**src/rtl/svl_pkg.sv**
```systemverilog
`timescale 1ns/1ps
package svl_pkg;
    localparam int NUM_SIZES  = 5;
    localparam int FIELD_W    = 4;
    localparam int UNIT_W     = FIELD_W + 1;
    localparam int CODE_W     = 3;
    localparam int UNIT_SHIFT = 7;
    localparam int LEN_W      = UNIT_SHIFT + NUM_SIZES;

    typedef logic [NUM_SIZES-1:0] size_oh_t;

    typedef enum logic [1:0] {
        PICK_MIN   = 2'd0,
        PICK_CAP   = 2'd1,
        PICK_FLOOR = 2'd2
    } pick_e;

    // index of the smallest enabled size; the top index when none is set
    function automatic int lowest_index(input logic [NUM_SIZES-1:0] m);
        for (int i = 0; i < NUM_SIZES; i++) begin
            if (m[i]) return i;
        end
        return NUM_SIZES - 1;
    endfunction
endpackage

```
**src/rtl/svl_req_reg.sv**
```systemverilog
`timescale 1ns/1ps
module svl_req_reg #(
    parameter int W = 4
) (
    input  logic         clk,
    input  logic         rst_n,
    input  logic         wr_en,
    input  logic [W-1:0] wr_data,
    output logic [W-1:0] field_q
);
    always_ff @(posedge clk or negedge rst_n) begin
        if (!rst_n) begin
            field_q <= '0;
        end else if (wr_en) begin
            field_q <= wr_data;
        end
    end
endmodule

```
**src/rtl/svl_floor_pick.sv**
```systemverilog
`timescale 1ns/1ps
module svl_floor_pick
    import svl_pkg::*;
#(
    parameter logic [NUM_SIZES-1:0] MASK = 5'b01110
) (
    input  logic [UNIT_W-1:0] req_units,
    output size_oh_t          floor_oh,
    output size_oh_t          min_oh,
    output logic              below_min
);
    localparam int MIN_IDX = lowest_index(MASK);
    localparam logic [UNIT_W-1:0] MIN_UNITS = UNIT_W'(1 << MIN_IDX);

    logic [NUM_SIZES-1:0] fits;

    // one comparator per enabled size; disabled sizes never fit
    for (genvar i = 0; i < NUM_SIZES; i++) begin : g_fit
        localparam logic [UNIT_W-1:0] SZ = UNIT_W'(1 << i);
        if (MASK[i]) begin : g_on
            assign fits[i] = (req_units >= SZ);
        end else begin : g_off
            assign fits[i] = 1'b0;
        end
    end

    // later (larger) fitting sizes override earlier ones
    always_comb begin
        floor_oh = '0;
        for (int i = 0; i < NUM_SIZES; i++) begin
            if (fits[i]) floor_oh = size_oh_t'(1) << i;
        end
    end

    assign min_oh    = size_oh_t'(1) << MIN_IDX;
    assign below_min = (req_units < MIN_UNITS);
endmodule

```
**src/rtl/svl_cap_decode.sv**
```systemverilog
`timescale 1ns/1ps
module svl_cap_decode
    import svl_pkg::*;
(
    input  logic [CODE_W-1:0] cap_code,
    output size_oh_t          cap_oh,
    output logic [UNIT_W-1:0] cap_units
);
    always_comb begin
        cap_oh = '0;
        cap_oh[NUM_SIZES-1] = 1'b1;
        if (cap_code < CODE_W'(NUM_SIZES)) begin
            cap_oh = size_oh_t'(1) << cap_code;
        end
    end

    always_comb begin
        cap_units = '0;
        for (int i = 0; i < NUM_SIZES; i++) begin
            if (cap_oh[i]) cap_units = UNIT_W'(1 << i);
        end
    end
endmodule

```
**src/rtl/svl_clamp.sv**
```systemverilog
`timescale 1ns/1ps
module svl_clamp
    import svl_pkg::*;
(
    input  logic [UNIT_W-1:0] req_units,
    input  logic              below_min,
    input  size_oh_t          min_oh,
    input  logic              upper_present,
    input  size_oh_t          cap_oh,
    input  logic [UNIT_W-1:0] cap_units,
    input  size_oh_t          floor_oh,
    output size_oh_t          eff_oh
);
    pick_e pick;

    // fixed priority: minimum first, then cap, then round down
    always_comb begin
        if (below_min) begin
            pick = PICK_MIN;
        end else if (upper_present && (req_units > cap_units)) begin
            pick = PICK_CAP;
        end else begin
            pick = PICK_FLOOR;
        end
    end

    always_comb begin
        eff_oh = min_oh;
        unique case (pick)
            PICK_MIN:   eff_oh = min_oh;
            PICK_CAP:   eff_oh = cap_oh;
            PICK_FLOOR: eff_oh = floor_oh;
            default:    eff_oh = min_oh;
        endcase
    end
endmodule

```
**src/rtl/svl_resolver.sv**
```systemverilog
`timescale 1ns/1ps
module svl_resolver
    import svl_pkg::*;
#(
    parameter logic [NUM_SIZES-1:0] SUPPORT_MASK = 5'b01110
) (
    input  logic                clk,
    input  logic                rst_n,
    input  logic                wr_en,
    input  logic [FIELD_W-1:0]  wr_field,
    input  logic                upper_present,
    input  logic [CODE_W-1:0]   upper_cap_code,
    output logic [FIELD_W-1:0]  rd_field,
    output logic [LEN_W-1:0]    eff_len_bits,
    output logic [NUM_SIZES-1:0] eff_size_oh
);
    logic [FIELD_W-1:0] field_q;
    logic [UNIT_W-1:0]  req_units;
    logic [UNIT_W-1:0]  cap_units;
    size_oh_t           floor_oh;
    size_oh_t           min_oh;
    size_oh_t           cap_oh;
    size_oh_t           eff_oh;
    logic               below_min;

    svl_req_reg #(.W(FIELD_W)) u_req (
        .clk     (clk),
        .rst_n   (rst_n),
        .wr_en   (wr_en),
        .wr_data (wr_field),
        .field_q (field_q)
    );

    assign req_units = {1'b0, field_q} + UNIT_W'(1);

    svl_floor_pick #(.MASK(SUPPORT_MASK)) u_floor (
        .req_units (req_units),
        .floor_oh  (floor_oh),
        .min_oh    (min_oh),
        .below_min (below_min)
    );

    svl_cap_decode u_cap (
        .cap_code  (upper_cap_code),
        .cap_oh    (cap_oh),
        .cap_units (cap_units)
    );

    svl_clamp u_clamp (
        .req_units     (req_units),
        .below_min     (below_min),
        .min_oh        (min_oh),
        .upper_present (upper_present),
        .cap_oh        (cap_oh),
        .cap_units     (cap_units),
        .floor_oh      (floor_oh),
        .eff_oh        (eff_oh)
    );

    always_comb begin
        eff_len_bits = '0;
        for (int i = 0; i < NUM_SIZES; i++) begin
            if (eff_oh[i]) eff_len_bits = eff_len_bits | LEN_W'((1 << UNIT_SHIFT) << i);
        end
    end

    assign rd_field    = field_q;
    assign eff_size_oh = eff_oh;
endmodule

```
**config.mk**
```make
export PLATFORM = sky130hd
export DESIGN_NAME = svl_resolver
export DESIGN_NICKNAME = d
export VERILOG_FILES = /design/src/rtl/svl_pkg.sv /design/src/rtl/svl_req_reg.sv /design/src/rtl/svl_floor_pick.sv /design/src/rtl/svl_cap_decode.sv /design/src/rtl/svl_clamp.sv /design/src/rtl/svl_resolver.sv
export SDC_FILE = /design/constraint.sdc
export NUM_CORES = 1
export LEC_CHECK = 0
export BUFFER_PORTS_ARGS = -buffer_cell sky130_fd_sc_hd__buf_4
export CORE_MARGIN = 5
export CORE_UTILIZATION = 40
export DETAILED_ROUTE_END_ITERATION = 10
export PLACE_DENSITY_LB_ADDON = 0.2
export SLEW_MARGIN = 0
export SYNTH_ARGS = -nofsm -noshare
export SYNTH_HDL_FRONTEND = slang
export SYNTH_SLANG_ARGS = --single-unit
```
**constraint.sdc**
```tcl
create_clock -name clk -period 3.15 [get_ports clk]
set_input_delay 0.1575 -clock clk [delete_from_list [all_inputs] [get_ports clk]]
set_output_delay 0.1575 -clock clk [all_outputs]
set_load 0.05 [all_outputs]
```
# After elaboration in Yosys (flattened, before gate mapping)
# Index checks and enable logic that the tools add are counted.
[word_totals]
mem_count = 0
rom_bits = 0
latch_bits = 0
output_inout_bits = 21
wordCells = 29
ramBits = 0
regBits = 4
in_bits = 11
[classes]
n_addsub = 1
div_mod_pow = 0
mux = 17
multipliers = 0
bitwise_logic = 0
eq_ne = 2
n_reduce_logical = 1
shift = 1
order_cmp = 6
[op_table]
columns = ["cell", "count"]
rows = [
  ["5-bit two-way mux", 4],
  ["12-bit two-way mux", 1],
  ["11-bit two-way mux", 1],
  ["10-bit two-way mux", 1],
  ["5-bit one-hot mux with 2 select lines", 1],
  ["9-bit two-way mux", 1],
  ["2-bit two-way mux", 4],
  ["8-bit two-way mux", 1],
  ["4-bit by 1-bit adder with 5-bit output, second input constant", 1],
  ["5-bit by 2-bit >= comparator with 1-bit output, second input constant", 1],
  ["5-bit by 3-bit >= comparator with 1-bit output, second input constant", 1],
  ["5-bit by 4-bit >= comparator with 1-bit output, second input constant", 1],
  ["5-bit > comparator", 1],
  ["5-bit by 2-bit less-than comparator with 1-bit output, second input constant", 1],
  ["1-bit by 3-bit left shift with 5-bit output, first input constant", 1],
  ["4-bit two-way mux", 1],
  ["3-bit less-than comparator, second input constant", 1],
  ["3-bit two-way mux", 1],
  ["2-bit by 1-bit equality test with 1-bit output, second input constant", 1],
  ["2-bit equality test, second input constant", 1],
  ["1-bit logical AND", 1],
  ["1-bit two-way mux", 1],
]

# Logic depth before layout (Yosys ltp)
# Gate-level depths: netlist of the first run.
[logic_depth]
ltp_word = 18
mapped_depth = 9
mapped_depth_nobuf = 8

# By module
# From an unflattened synthesis of the first run, not the netlist that was laid out.
[unflattened]
hier_cells = 83
area_unflattened_um2 = 721.9
[by_module_without_submodules]
columns = ["mod", "area_each_um2", "n_inst", "seq_area_each_um2", "cells_each"]
rows = [
  ["svl_clamp", 252.7, 1, 0.0, 32],
  ["svl_req_reg", 145.1, 1, 100.1, 8],
  ["svl_resolver", 140.1, 1, 0.0, 19],
  ["svl_floor_pick", 101.3, 1, 0.0, 13],
  ["svl_cap_decode", 82.6, 1, 0.0, 11],
]

# Worst setup path after synthesis of the first run
# No wires, ideal clock.
[synth_path]
kind = "reg-to-output"
start = "register u_req.field_q[0]"
end = "output eff_size_oh[0]"
arrival_time_ns = 3.613
path_stages_with_launch = 10
t_required_ns = 2.992
n_path_buf = 1
slack_ns = -0.620
cell_sequence = "dfrtp_1 ha_1 xnor2_1 inv_1 ha_1 nand4_1 o221ai_2 nand2_1 nor3b_1 buf_4"
[synth_between]
elab_chain_len = 7
elab_cells_between_ends = 13
cone_classes = "add/sub: 1; order compare: 4; eq/ne: 2; mux: 5; reduce/logical: 1"
[synth_rtl]
columns = ["element", "line", "text"]
rows = [
  ["start: declaration", "svl_req_reg.sv:9", "output logic [W-1:0] field_q"],
  ["start signal: assignment", "svl_req_reg.sv:15", "field_q <= wr_data;"],
  ["4-bit by 1-bit adder with 5-bit output *", "svl_resolver.sv:34", "assign req_units = {1'b0, field_q} + UNIT_W'(1);"],
  ["5-bit > comparator", "svl_clamp.sv:20", "end else if (upper_present && (req_units > cap_units)) begin"],
  ["1-bit logical AND", "svl_clamp.sv:20", ""],
  ["2-bit two-way mux", "svl_clamp.sv:20", ""],
  ["2-bit two-way mux", "svl_clamp.sv:18", "if (below_min) begin"],
  ["2-bit equality test or 2-bit by 1-bit equality test with 1-bit output (tied branches)", "svl_clamp.sv:29", "unique case (pick)"],
  ["5-bit one-hot mux with 2 select lines *", "svl_clamp.sv:29", ""],
  ["end: declaration", "svl_resolver.sv:15", "output logic [NUM_SIZES-1:0] eff_size_oh"],
]
# Every way passes the cells marked *; elsewhere a longest branch is shown, timed or not.

# Worst setup path in the final report of the first run
[layout_path]
start = "register u_req.field_q[0]"
end = "output eff_size_oh[1]"
# Same word-level chain as after synthesis.

==> results of run 1 <==
## area by class of cell
class                           instances  area, µm²  share of cell area [%]
Multi-Input combinational cell         52      414.1                   54.17
Inverter                                5      18.77                   2.455
Clock buffer                            3      22.52                   2.946
Sequential cell                         4      100.1                   13.09
Tap cell                               15      18.77                   2.455
Timing Repair Buffer                   25      190.2                   24.88
## what timing repair did
action / in CTS / in global routing
endpoints found under the setup margin: 0 / 2
hold buffers: 1 / 0
resized for setup: 0 / 1
hold endpoints to repair: 4 / 0
## power groups by stage
stage / combinational [mW] / clock [mW] / sequential (mW)
after floorplan: 0.205 / 0 / 0.0826
after global placement: 0.267 / 0 / 0.0659
after detailed placement: 0.270 / 0 / 0.0664
after CTS: 0.271 / 0.0676 / 0.0657
after global routing: 0.292 / 0.0727 / 0.0672
final: 0.271 / 0.0645 / 0.0661
## how the worst max path moves through the flow
stage	end	slack [ns]	depth (start not counted)	start
2_1_floorplan	eff_size_oh[4]	-0.06	9	u_req.field_q[0]
3_3_place_gp	eff_size_oh[1]	0.49	9	u_req.field_q[0]
3_5_place_dp	eff_size_oh[1]	0.41	9	u_req.field_q[0]
4_1_cts	eff_size_oh[1]	0.16	9	u_req.field_q[0]
5_1_grt	eff_size_oh[1]	0.05	8	u_req.field_q[0]
6_report	eff_size_oh[1]	0.27	9	u_req.field_q[0]
## cell usage in the layout (no fill, tap or decap), drive strengths merged, types with 2 or more instances in the layout
cell / instances
buf: 24
ha: 7
conb: 7
nand2: 6
inv: 5
nor2: 4
dfrtp: 4
mux2: 4
a21oi: 3
clkbuf: 3
nor3: 3
xnor2: 2
nand3: 2
and3: 2
## cell families (layout without fill, tap and decap cells)
kind of cell             Yosys count  after routing  share of synthesized area (%)
AND/OR/NAND/NOR                   21             21                          19.15
adder cells (fa/ha/maj)            7              7                          15.59
other                              1              7                         0.6675
XOR/XNOR                           2              2                          3.119
AO/OA/AOI/OAI                     10             10                          13.81
buffers and inverters             17             33                          19.38
flip-flops                         4              4                          17.82
multiplexers                       5              5                          10.47
## metrics by stage
step	hold WS [ns]	cell area [µm²]	setup TNS, ns	cells	util (%)
after floorplan	-0.1381	615.6	-0.1100	73	-
after global placement	-0.04324	724.4	0	100	54.99
after detailed placement	-0.04288	724.4	0	100	54.99
after CTS	0.1212	757.0	0	104	57.45
after global routing	0.1401	764.5	0	104	58.02
final	0.1246	764.5	0	104	58.02
## metal layers
layer	vias up	share of wire (%)
met4	0	0.96
li1	263	-
met3	2	10
met2	26	48
met1	230	41
met5	-	0
==> Flow_metrics.wiki, run 1 <==
{| class="wikitable"
! Metric !! Value
|-
| Reg2Reg Launch Point || u_req.field_q[2]
|-
| Internal power || 0.1870 mW
|-
| Hold endpoint || u_req.field_q[1]
|-
| Max-slew violation total from the final report || 0
|-
| Category of the most critical setup path || flop to output port
|-
| Data arrival time of the critical path || 2.72 ns
|-
| Die Area || 2254 µm²
|-
| Post-Syn Area per Cell || 8.385 µm²
|-
| Commonest cells post-synth || 12 x sky130_fd_sc_hd__buf_4, 7 x sky130_fd_sc_hd__ha_1, 6 x sky130_fd_sc_hd__nand2_1
|-
| Startpoint type of the worst setup path || flop
|-
| Maximum level of the CTS H-tree || 1
|-
| Library cell used as clock root buffer || sky130_fd_sc_hd__clkbuf_4
|-
| Min Clock Period, post-route || 2.880 ns
|-
| Number of warnings printed during yosys synthesis || 0
|-
| Final critical-path share of the clock period || 91.44%
|-
| Area growth from synthesis to layout || 36.08%
|-
| Clock tree from TritonCTS || built
|-
| Smallest setup slack after layout || 0.2696 ns
|-
| Peak clock frequency supported by timing || 0.3472 GHz
|-
| Count of filler cells inserted in the layout || 119
|-
| Length in cells of the worst reg-to-reg path || 1
|-
| Regs by FF count || u_req.field_q (4)
|-
| Leading cell type by number of instances after synthesis || sky130_fd_sc_hd__buf_4
|-
| Setup slack, reg-to-reg || 2.28 ns
|-
| Netlist area before placement || 561.8 µm²
|-
| DIE WIDTH || 47.48 µm
|-
| Global routing met2 resource utilization || 20.32%
|-
| Flip-flop count of the largest register, all copies and words added || 4
|-
| Number of global-route vias before repair || 480
|-
| Clock skew || 0 ns
|-
| Row count || 13
|-
| Via density || 5.010
|-
| Most prevalent standard cell on the critical path || sky130_fd_sc_hd__ha_1
|-
| Unrepaired setup endpoints after global routing || no
|-
| Number of cells produced by synthesis || 67
|-
| Power per unit of standard cell area || 525.5 nW/µm²
|-
| Cell types occupying the most area after synthesis || sky130_fd_sc_hd__dfrtp_1 18%, sky130_fd_sc_hd__buf_4 16%, sky130_fd_sc_hd__ha_1 16%
|-
| Deepest clock path buffer count || 2
|-
| Crit-path leading delay family || compound AO/OA/AOI/OAI gates
|-
| CP max stage delay || 0.45 ns
|-
| Reg clk slew, reported paths || 0.04 ns
|-
| Diodes inserted || 0
|-
| Final Net Count || 109
|-
| Antenna violations before repair || 0
|-
| Met1 Track Usage GR || 16.17%
|-
| Largest register by flop count || u_req.field_q
|-
| Global-route total usage across every layer || 13.00%
|-
| Placement-stage worst setup slack || 0.4090 ns
|-
| Postcts setup bufs || 0
|-
| Number of synthesized flops with an enable pin || 0
|-
| Port buffer count || 24
|-
| Top_reg_cell synth || sky130_fd_sc_hd__dfrtp_1
|-
| Later-pin clock latency in the skew report || 0.23 ns
|-
| Worst min-delay path class || primary input to flop
|-
| Detailed Routing Iterations Pass 1 || 4
|-
| Final setup fails || 0
|-
| Met3 track utilization from global routing || 3.759%
|-
| Overall power after layout || 0.4018 mW
|-
| Endpoint required time on the critical path || 2.99 ns
|-
| Async set-reset flop share out of synthesis || 100.0%
|-
| Most crowded layer after global routing || met2
|-
| Sequential-to-total area share from yosys stat || 17.82%
|-
| Number of cells on the worst hold path || 3
|-
| Clock net sink count || 4
|-
| Leakage power total || 0.3918 nW
|-
| HP Start || wr_field[1]
|-
| Drt initial violations || 11
|-
| First-pass GRT wire length || 2028 µm
|-
| Count of max-cap constraint violations || 0
|-
| Share of Yosys cell area claimed by the top area cell type || 17.82%
|-
| Share of cells above drive strength 1 || 43.82%
|-
| Part of the total power dissipated in the clock network || 16.1%
|-
| RD Place Congestion || 0.7577
|-
| Worst-path cell chain || ha_1 -> xnor2_2 -> inv_1 -> ha_1 -> nand4_1 -> o221ai_2 -> nand2_1 -> a221o_1 -> buf_4
|-
| CTS Buf Count || 3
|-
| Status || finished clean
|-
| Die Span Y || 47.48 µm
|-
| Number of vias after detailed routing || 521
|-
| Number of nets with antenna violations after detailed routing || 0
|-
| Register share of total power || 16.5%
|-
| Initial cell density of the core || 42.64%
|-
| Nature of the critical path endpoint || output port
|-
| Number of flip-flops and latches in the synthesized netlist || 4
|-
| Remaining DRCs || 0
|-
| Final routed wire length divided by cell count || 12.06 µm
|-
| Placeable core region || 1318 µm²
|-
| Critical register-to-register path endpoint || u_req.field_q[2]
|-
| Largest area contributor in the synthesized netlist || sky130_fd_sc_hd__dfrtp_1
|-
| Final Hold Vio Count || 0
|-
| Buffers plus inverters on the worst setup path || 2
|-
| DRT Wirelength || 1254 µm
|-
| Top fanout value on the critical path || 7
|-
| NetSw || 0.2147 mW
|-
| Maximum number of pins on one net before global-route repair || 8
|-
| Net switching fraction of the power || 53.45%
|-
| Placed wire-length estimate after detailed placement || 1093 µm
|-
| Io pins || 32
|-
| Combinational share of power || 67.5%
|-
| Peak VDD IR || 0.2367 mV
|-
| CP max-delay cell || sky130_fd_sc_hd__dfrtp_1
|-
| Cell variety after synth || 28
|-
| Aggregate global routing overflow || 0
|}
(Power assumes the default switching activity.)
==> run 2, diff against run 1 <==
clock period = 3 ns   (was 3.15 ns; I/O delays follow)
==> Flow_metrics.wiki, run 2 (synthesized netlist as in run 1, its figures left out) <==
{| class="wikitable"
! Metric !! Value
|-
| Status || finished clean (unchanged)
|-
| Nature of the critical path endpoint || output port (unchanged)
|-
| Final Net Count || 109 (unchanged)
|-
| RD Place Congestion || 0.7682 (was 0.7577)
|-
| Die Span Y || 47.48 µm (unchanged)
|-
| Peak clock frequency supported by timing || 0.3556 GHz
|-
| Peak VDD IR || 0.3046 mV (was 0.2367 mV)
|-
| Final critical-path share of the clock period || 93.73%
|-
| Die Area || 2254 µm² (unchanged)
|-
| Largest register by flop count || u_req.field_q (unchanged)
|-
| Final standard cell count with taps included and fillers excluded || 105 (was 104)
|-
| First-pass GRT wire length || 1973 µm (was 2028 µm)
|-
| Setup slack, reg-to-reg || 2.12 ns (was 2.28 ns)
|-
| DIE WIDTH || 47.48 µm (unchanged)
|-
| Regs by FF count || u_req.field_q (4) (unchanged)
|-
| Placeable core region || 1318 µm² (unchanged)
|-
| Final Hold Vio Count || 0 (unchanged)
|-
| Worst min-delay path class || primary input to flop (unchanged)
|-
| Worst-path cell chain || ha_1 -> and3_2 -> ha_1 -> nand4_1 -> o221ai_2 -> nand2_2 -> a221o_1 -> buf_4 (was ha_1 -> xnor2_2 -> inv_1 -> ha_1 -> nand4_1 -> o221ai_2 -> nand2_1 -> a221o_1 -> buf_4)
|-
| CTS Buf Count || 3 (unchanged)
|-
| Drt initial violations || 3 (was 11)
|-
| Sum of negative setup slack || 0 ns (unchanged)
|-
| Power per unit of standard cell area || 557.1 nW/µm² (was 525.5 nW/µm²)
|-
| Number of nets with antenna violations after detailed routing || 0 (unchanged)
|-
| Diodes inserted || 0 (unchanged)
|-
| Reg clk slew, reported paths || 0.04 ns (about the same)
|-
| Leakage power total || 0.3924 nW (was 0.3918 nW)
|-
| Category of the most critical setup path || flop to output port (unchanged)
|-
| CP max stage delay || 0.45 ns (about the same)
|-
| Clock net sink count || 4 (unchanged)
|-
| Leading cell type in the layout, fill and taps excluded || sky130_fd_sc_hd__buf_4 (unchanged)
|-
| Unrepaired setup endpoints after global routing || no (unchanged)
|-
| Deepest clock path buffer count || 2 (unchanged)
|-
| Via density || 4.838 (was 5.010)
|-
| Share of cells above drive strength 1 || 45.56% (was 43.82%)
|-
| Clock skew || 0 ns (unchanged)
|-
| Io pins || 32 (unchanged)
|-
| Most prevalent standard cell on the critical path || sky130_fd_sc_hd__ha_1 (unchanged)
|-
| Clock tree from TritonCTS || built (unchanged)
|-
| Initial cell density of the core || 42.64% (unchanged)
|-
| Startpoint type of the worst setup path || flop (unchanged)
|-
| Final setup fails || 0 (unchanged)
|-
| Commonest non-fill, non-tap cells in the layout || 24 x sky130_fd_sc_hd__buf_4, 7 x sky130_fd_sc_hd__ha_1, 7 x sky130_fd_sc_hd__conb_1 (unchanged)
|-
| Top fanout value on the critical path || 7 (unchanged)
|-
| Antenna violations before repair || 0 (unchanged)
|-
| Inst Count DP || 100 (unchanged)
|-
| Port buffer count || 24 (unchanged)
|-
| Placed wire-length estimate after detailed placement || 1090 µm (was 1093 µm)
|-
| DRT Wirelength || 1278 µm (was 1254 µm)
|-
| Maximum level of the CTS H-tree || 1 (unchanged)
|-
| Endpoint required time on the critical path || 2.85 ns (was 2.99 ns)
|-
| Min Clock Period, post-route || 2.812 ns
|-
| Detailed Routing Iterations Pass 1 || 3 (was 4)
|-
| Maximum number of pins on one net before global-route repair || 8 (unchanged)
|-
| Remaining DRCs || 0 (unchanged)
|-
| Later-pin clock latency in the skew report || 0.24 ns (was 0.23 ns)
|-
| Data arrival time of the critical path || 2.66 ns (was 2.72 ns)
|-
| Number of global-route vias before repair || 497 (was 480)
|-
| Flip-flop count of the largest register, all copies and words added || 4 (unchanged)
|-
| Row count || 13 (unchanged)
|-
| Global-route total usage across every layer || 12.86% (was 13.00%)
|-
| Count of max-cap constraint violations || 0 (unchanged)
|-
| Number of vias after detailed routing || 508 (was 521)
|-
| Aggregate global routing overflow || 0 (unchanged)
|-
| CP max-delay cell || sky130_fd_sc_hd__dfrtp_2 (was sky130_fd_sc_hd__dfrtp_1)
|-
| Final routed wire length divided by cell count || 12.17 µm (was 12.06 µm)
|-
| Max-slew violation total from the final report || 0 (unchanged)
|-
| Area growth from synthesis to layout || 37.42% (was 36.08%)
|-
| Library cell used as clock root buffer || sky130_fd_sc_hd__clkbuf_4 (unchanged)
|}
run 2: cell type report:
cell class                      count  area, µm²
Fill cell                         123      545.5
Multi-Input combinational cell     52      416.7
Timing Repair Buffer               25      190.2
Sequential cell                     4      101.3
Clock buffer                        4      26.28
Inverter                            5      18.77
Tap cell                           15      18.77
run 2: path summary, 6_finish.rpt:
path / to / from / cells after the start
setup reg to reg: u_req.field_q[2] / u_req.field_q[2] / 1
setup / recovery: eff_len_bits[8] / u_req.field_q[0] / 8
hold reg to reg: u_req.field_q[0] / u_req.field_q[0] / 1
max in group asynchronous: u_req.field_q[0] / rst_n / 2
min in group asynchronous: u_req.field_q[0] / rst_n / 2
hold / removal: u_req.field_q[1] / wr_field[1] / 3
run 2: layer usage:
| layer | vias up | wire (µm) | GRT usage [%] |
|---|---|---|---|
| li1 | 262 | - | - |
| met1 | 221 | 489 | 13.93 |
| met2 | 21 | 658 | 21.66 |
| met3 | 4 | 94 | 2.632 |
| met4 | 0 | 35 | 9.945 |
| met5 | - | 0 | 0 |
run 2: metrics by stage:
stage	hold slack (ns)	setup WS [ns]	power, mW	cell area [µm²]	util (%)
after CTS	0.1089	0.08581	0.4321	762.0	57.83
final	0.1152	0.1881	0.4301	772.0	58.59
after floorplan	-0.1456	-0.1522	0.3022	616.8	-
after detailed placement	-0.04874	0.3458	0.3526	725.7	55.08
after global placement	-0.05174	0.4209	0.3496	725.7	55.08
after global routing	0.1122	0.01707	0.4598	772.0	58.59
run 2: critical path: cells and delay by family (launching register included):
kind	cells	cell delay, ns
adder cells (fa/ha/maj)	2	0.59
flip-flops	1	0.45
buffers and inverters	1	0.20
AO/OA/AOI/OAI	2	0.63
AND/OR/NAND/NOR	3	0.55
run 2: timing repair:
action	CTS	global route
buffers inserted	0	0
hold endpoints to repair	4	0
endpoints found under the setup margin	0	4
resized for setup	0	2
hold buffers	1	0
run 2: where the power goes:
part	switching [mW]	total, mW	internal (mW)
registers	0.0103	0.0700	0.0598
logic	0.193	0.285	0.0924
clock network	0.0247	0.0748	0.0501
==> run 3, diff against run 2 <==
clock period = 3.2 ns   (was 3 ns; I/O delays follow)
==> Flow_metrics.wiki, run 3 (synthesized netlist as in run 1, its figures left out) <==
{| class="wikitable"
! Metric !! Value
|-
| Status || finished clean (unchanged)
|-
| Count of filler cells inserted in the layout || 132 (was 123)
|-
| Category of the most critical setup path || flop to output port (unchanged)
|-
| Detail Route met2 WL || 575 µm (was 658 µm)
|-
| Data arrival time of the critical path || 2.73 ns (was 2.66 ns)
|-
| Clock tree from TritonCTS || built (unchanged)
|-
| Placeable core region || 1318 µm² (unchanged)
|-
| Postcts setup bufs || 0 (unchanged)
|-
| Reg clk slew, reported paths || 0.04 ns (about the same)
|-
| Endpoint required time on the critical path || 3.04 ns (was 2.85 ns)
|-
| Peak clock frequency supported by timing || 0.3464 GHz
|-
| Die Span Y || 47.48 µm (unchanged)
|-
| Initial cell density of the core || 42.64% (unchanged)
|-
| CTS Buf Count || 3 (unchanged)
|-
| Global-route total usage across every layer || 11.85% (was 12.86%)
|-
| Final critical-path share of the clock period || 90.22%
|-
| Area occupied by registers || 100.1 µm² (was 101.3 µm²)
|-
| Post-route design area || 750.7 µm² (was 772.0 µm²)
|-
| Antenna violations before repair || 0 (unchanged)
|-
| Min Clock Period, post-route || 2.887 ns
|-
| Leakage power total || 0.3852 nW (was 0.3924 nW)
|-
| Via density || 4.750 (was 4.838)
|-
| Unrepaired setup endpoints after global routing || no (unchanged)
|-
| Leading cell type in the layout, fill and taps excluded || sky130_fd_sc_hd__buf_4 (unchanged)
|-
| Overall power after layout || 0.3850 mW (was 0.4301 mW)
|-
| WL met1 || 500 µm (was 489 µm)
|-
| Area growth from synthesis to layout || 33.63% (was 37.42%)
|-
| Drt initial violations || 5 (was 3)
|-
| Top fanout value on the critical path || 7 (unchanged)
|-
| Commonest non-fill, non-tap cells in the layout || 24 x sky130_fd_sc_hd__buf_4, 7 x sky130_fd_sc_hd__ha_1, 7 x sky130_fd_sc_hd__conb_1 (unchanged)
|-
| Regs by FF count || u_req.field_q (4) (unchanged)
|-
| Max-slew violation total from the final report || 0 (unchanged)
|-
| Clock net sink count || 4 (unchanged)
|-
| Remaining DRCs || 0 (unchanged)
|-
| Count of max-cap constraint violations || 0 (unchanged)
|-
| Row count || 13 (unchanged)
|-
| Io pins || 32 (unchanged)
|-
| Startpoint type of the worst setup path || flop (unchanged)
|-
| Highest routing layer actually used || met3 (was met4)
|-
| CP max stage delay || 0.46 ns (was 0.45 ns)
|-
| CP max-delay cell || sky130_fd_sc_hd__dfrtp_1 (was sky130_fd_sc_hd__dfrtp_2)
|-
| Diodes inserted || 0 (unchanged)
|-
| Number of buffers inserted for hold repair after clock tree synthesis || 1 (unchanged)
|-
| Maximum number of pins on one net before global-route repair || 8 (unchanged)
|-
| Number of global-route vias before repair || 462 (was 497)
|-
| Power per unit of standard cell area || 512.9 nW/µm² (was 557.1 nW/µm²)
|-
| DIE WIDTH || 47.48 µm (unchanged)
|-
| Final Net Count || 109 (unchanged)
|-
| Later-pin clock latency in the skew report || 0.22 ns (was 0.24 ns)
|-
| Worst min-delay path class || primary input to flop (unchanged)
|-
| Buffers plus inverters on the worst setup path || 2 (was 1)
|-
| Total of cells resized after clock tree synthesis || 0 (unchanged)
|-
| Die Area || 2254 µm² (unchanged)
|-
| Final routed wire length divided by cell count || 11.22 µm (was 12.17 µm)
|-
| Placed wire-length estimate after detailed placement || 1067 µm (was 1090 µm)
|-
| Share of the core filled with cells || 56.98% (was 58.59%)
|-
| Deepest clock path buffer count || 2 (unchanged)
|-
| Flip-flop count of the largest register, all copies and words added || 4 (unchanged)
|-
| Total cell area at the placement stage || 718.2 µm² (was 725.7 µm²)
|-
| Library cell used as clock root buffer || sky130_fd_sc_hd__clkbuf_4 (unchanged)
|-
| Worst-path cell chain || ha_1 -> xnor2_1 -> inv_1 -> ha_1 -> nand4_1 -> o221ai_2 -> nand2_1 -> a221o_1 -> buf_4 (was ha_1 -> and3_2 -> ha_1 -> nand4_1 -> o221ai_2 -> nand2_2 -> a221o_1 -> buf_4)
|-
| Number of vias after detailed routing || 494 (was 508)
|-
| First-pass GRT wire length || 1863 µm (was 1973 µm)
|-
| Final setup fails || 0 (unchanged)
|-
| Clock skew || 0 ns (unchanged)
|-
| Nature of the critical path endpoint || output port (unchanged)
|-
| Detailed Routing Iterations Pass 1 || 4 (was 3)
|-
| Final Hold Vio Count || 0 (unchanged)
|-
| Peak VDD IR || 0.2784 mV (was 0.3046 mV)
|-
| Met3 WL || 91 µm (was 94 µm)
|-
| Largest register by flop count || u_req.field_q (unchanged)
|-
| Aggregate global routing overflow || 0 (unchanged)
|-
| Area of the multi-input gates || 400.4 µm² (was 416.7 µm²)
|-
| Share of cells above drive strength 1 || 42.70% (was 45.56%)
|-
| Number of nets with antenna violations after detailed routing || 0 (unchanged)
|-
| Crit-path leading delay family || compound AO/OA/AOI/OAI gates (unchanged)
|-
| DRT Wirelength || 1167 µm (was 1278 µm)
|-
| Most prevalent standard cell on the critical path || sky130_fd_sc_hd__ha_1 (unchanged)
|-
| Port buffer count || 24 (unchanged)
|-
| RD Place Congestion || 0.7297 (was 0.7682)
|-
| Min Hold Slack || 0.1375 ns (was 0.1152 ns)
|-
| Maximum level of the CTS H-tree || 1 (unchanged)
|}
-- run 3: cell count changes in the layout (fill, tap and decap cells not counted), sizes merged --
cell and delta:
clkbuf -1
-- run 3: cell type report --
cell class	count	share of cell area [%]
inverter	5	2.500
tap	15	2.500
clock buffer	3	3.000
multi-input combinational	52	53.33
sequential	4	13.33
timing repair buffer	25	25.33
-- run 3: path summary, 6_finish.rpt --
path                                    end  depth (start not counted)        startpoint  slack, ns
setup / recovery             eff_size_oh[1]                          9  u_req.field_q[0]       0.31
hold / removal             u_req.field_q[1]                          3       wr_field[1]       0.14
setup reg to reg           u_req.field_q[0]                          1  u_req.field_q[0]       2.33
hold reg to reg            u_req.field_q[1]                          2  u_req.field_q[1]       0.62
max in group asynchronous  u_req.field_q[2]                          2             rst_n       2.83
min in group asynchronous  u_req.field_q[3]                          2             rst_n       0.27
-- run 3: power breakdown --
part | internal [mW] | switching [mW]
clock network | 0.0417 | 0.0171
registers | 0.0558 | 0.00934
logic | 0.0843 | 0.177
total | 0.182 | 0.203
-- run 3: metrics by stage --
stage	TNS [ns]	setup slack, ns	cells
after floorplan	-0.03500	-0.03500	73
after global placement	0	0.5906	100
after detailed placement	0	0.5300	100
after CTS	0	0.2841	104
after global routing	0	0.05546	104
final	0	0.3130	104
-- run 3: layer usage --
layer | GRT usage, % | up-vias
li1 | - | 261
met1 | 14.12 | 212
met2 | 20.32 | 21
met3 | 2.632 | 0
met4 | 4.972 | 0
met5 | 0 | -
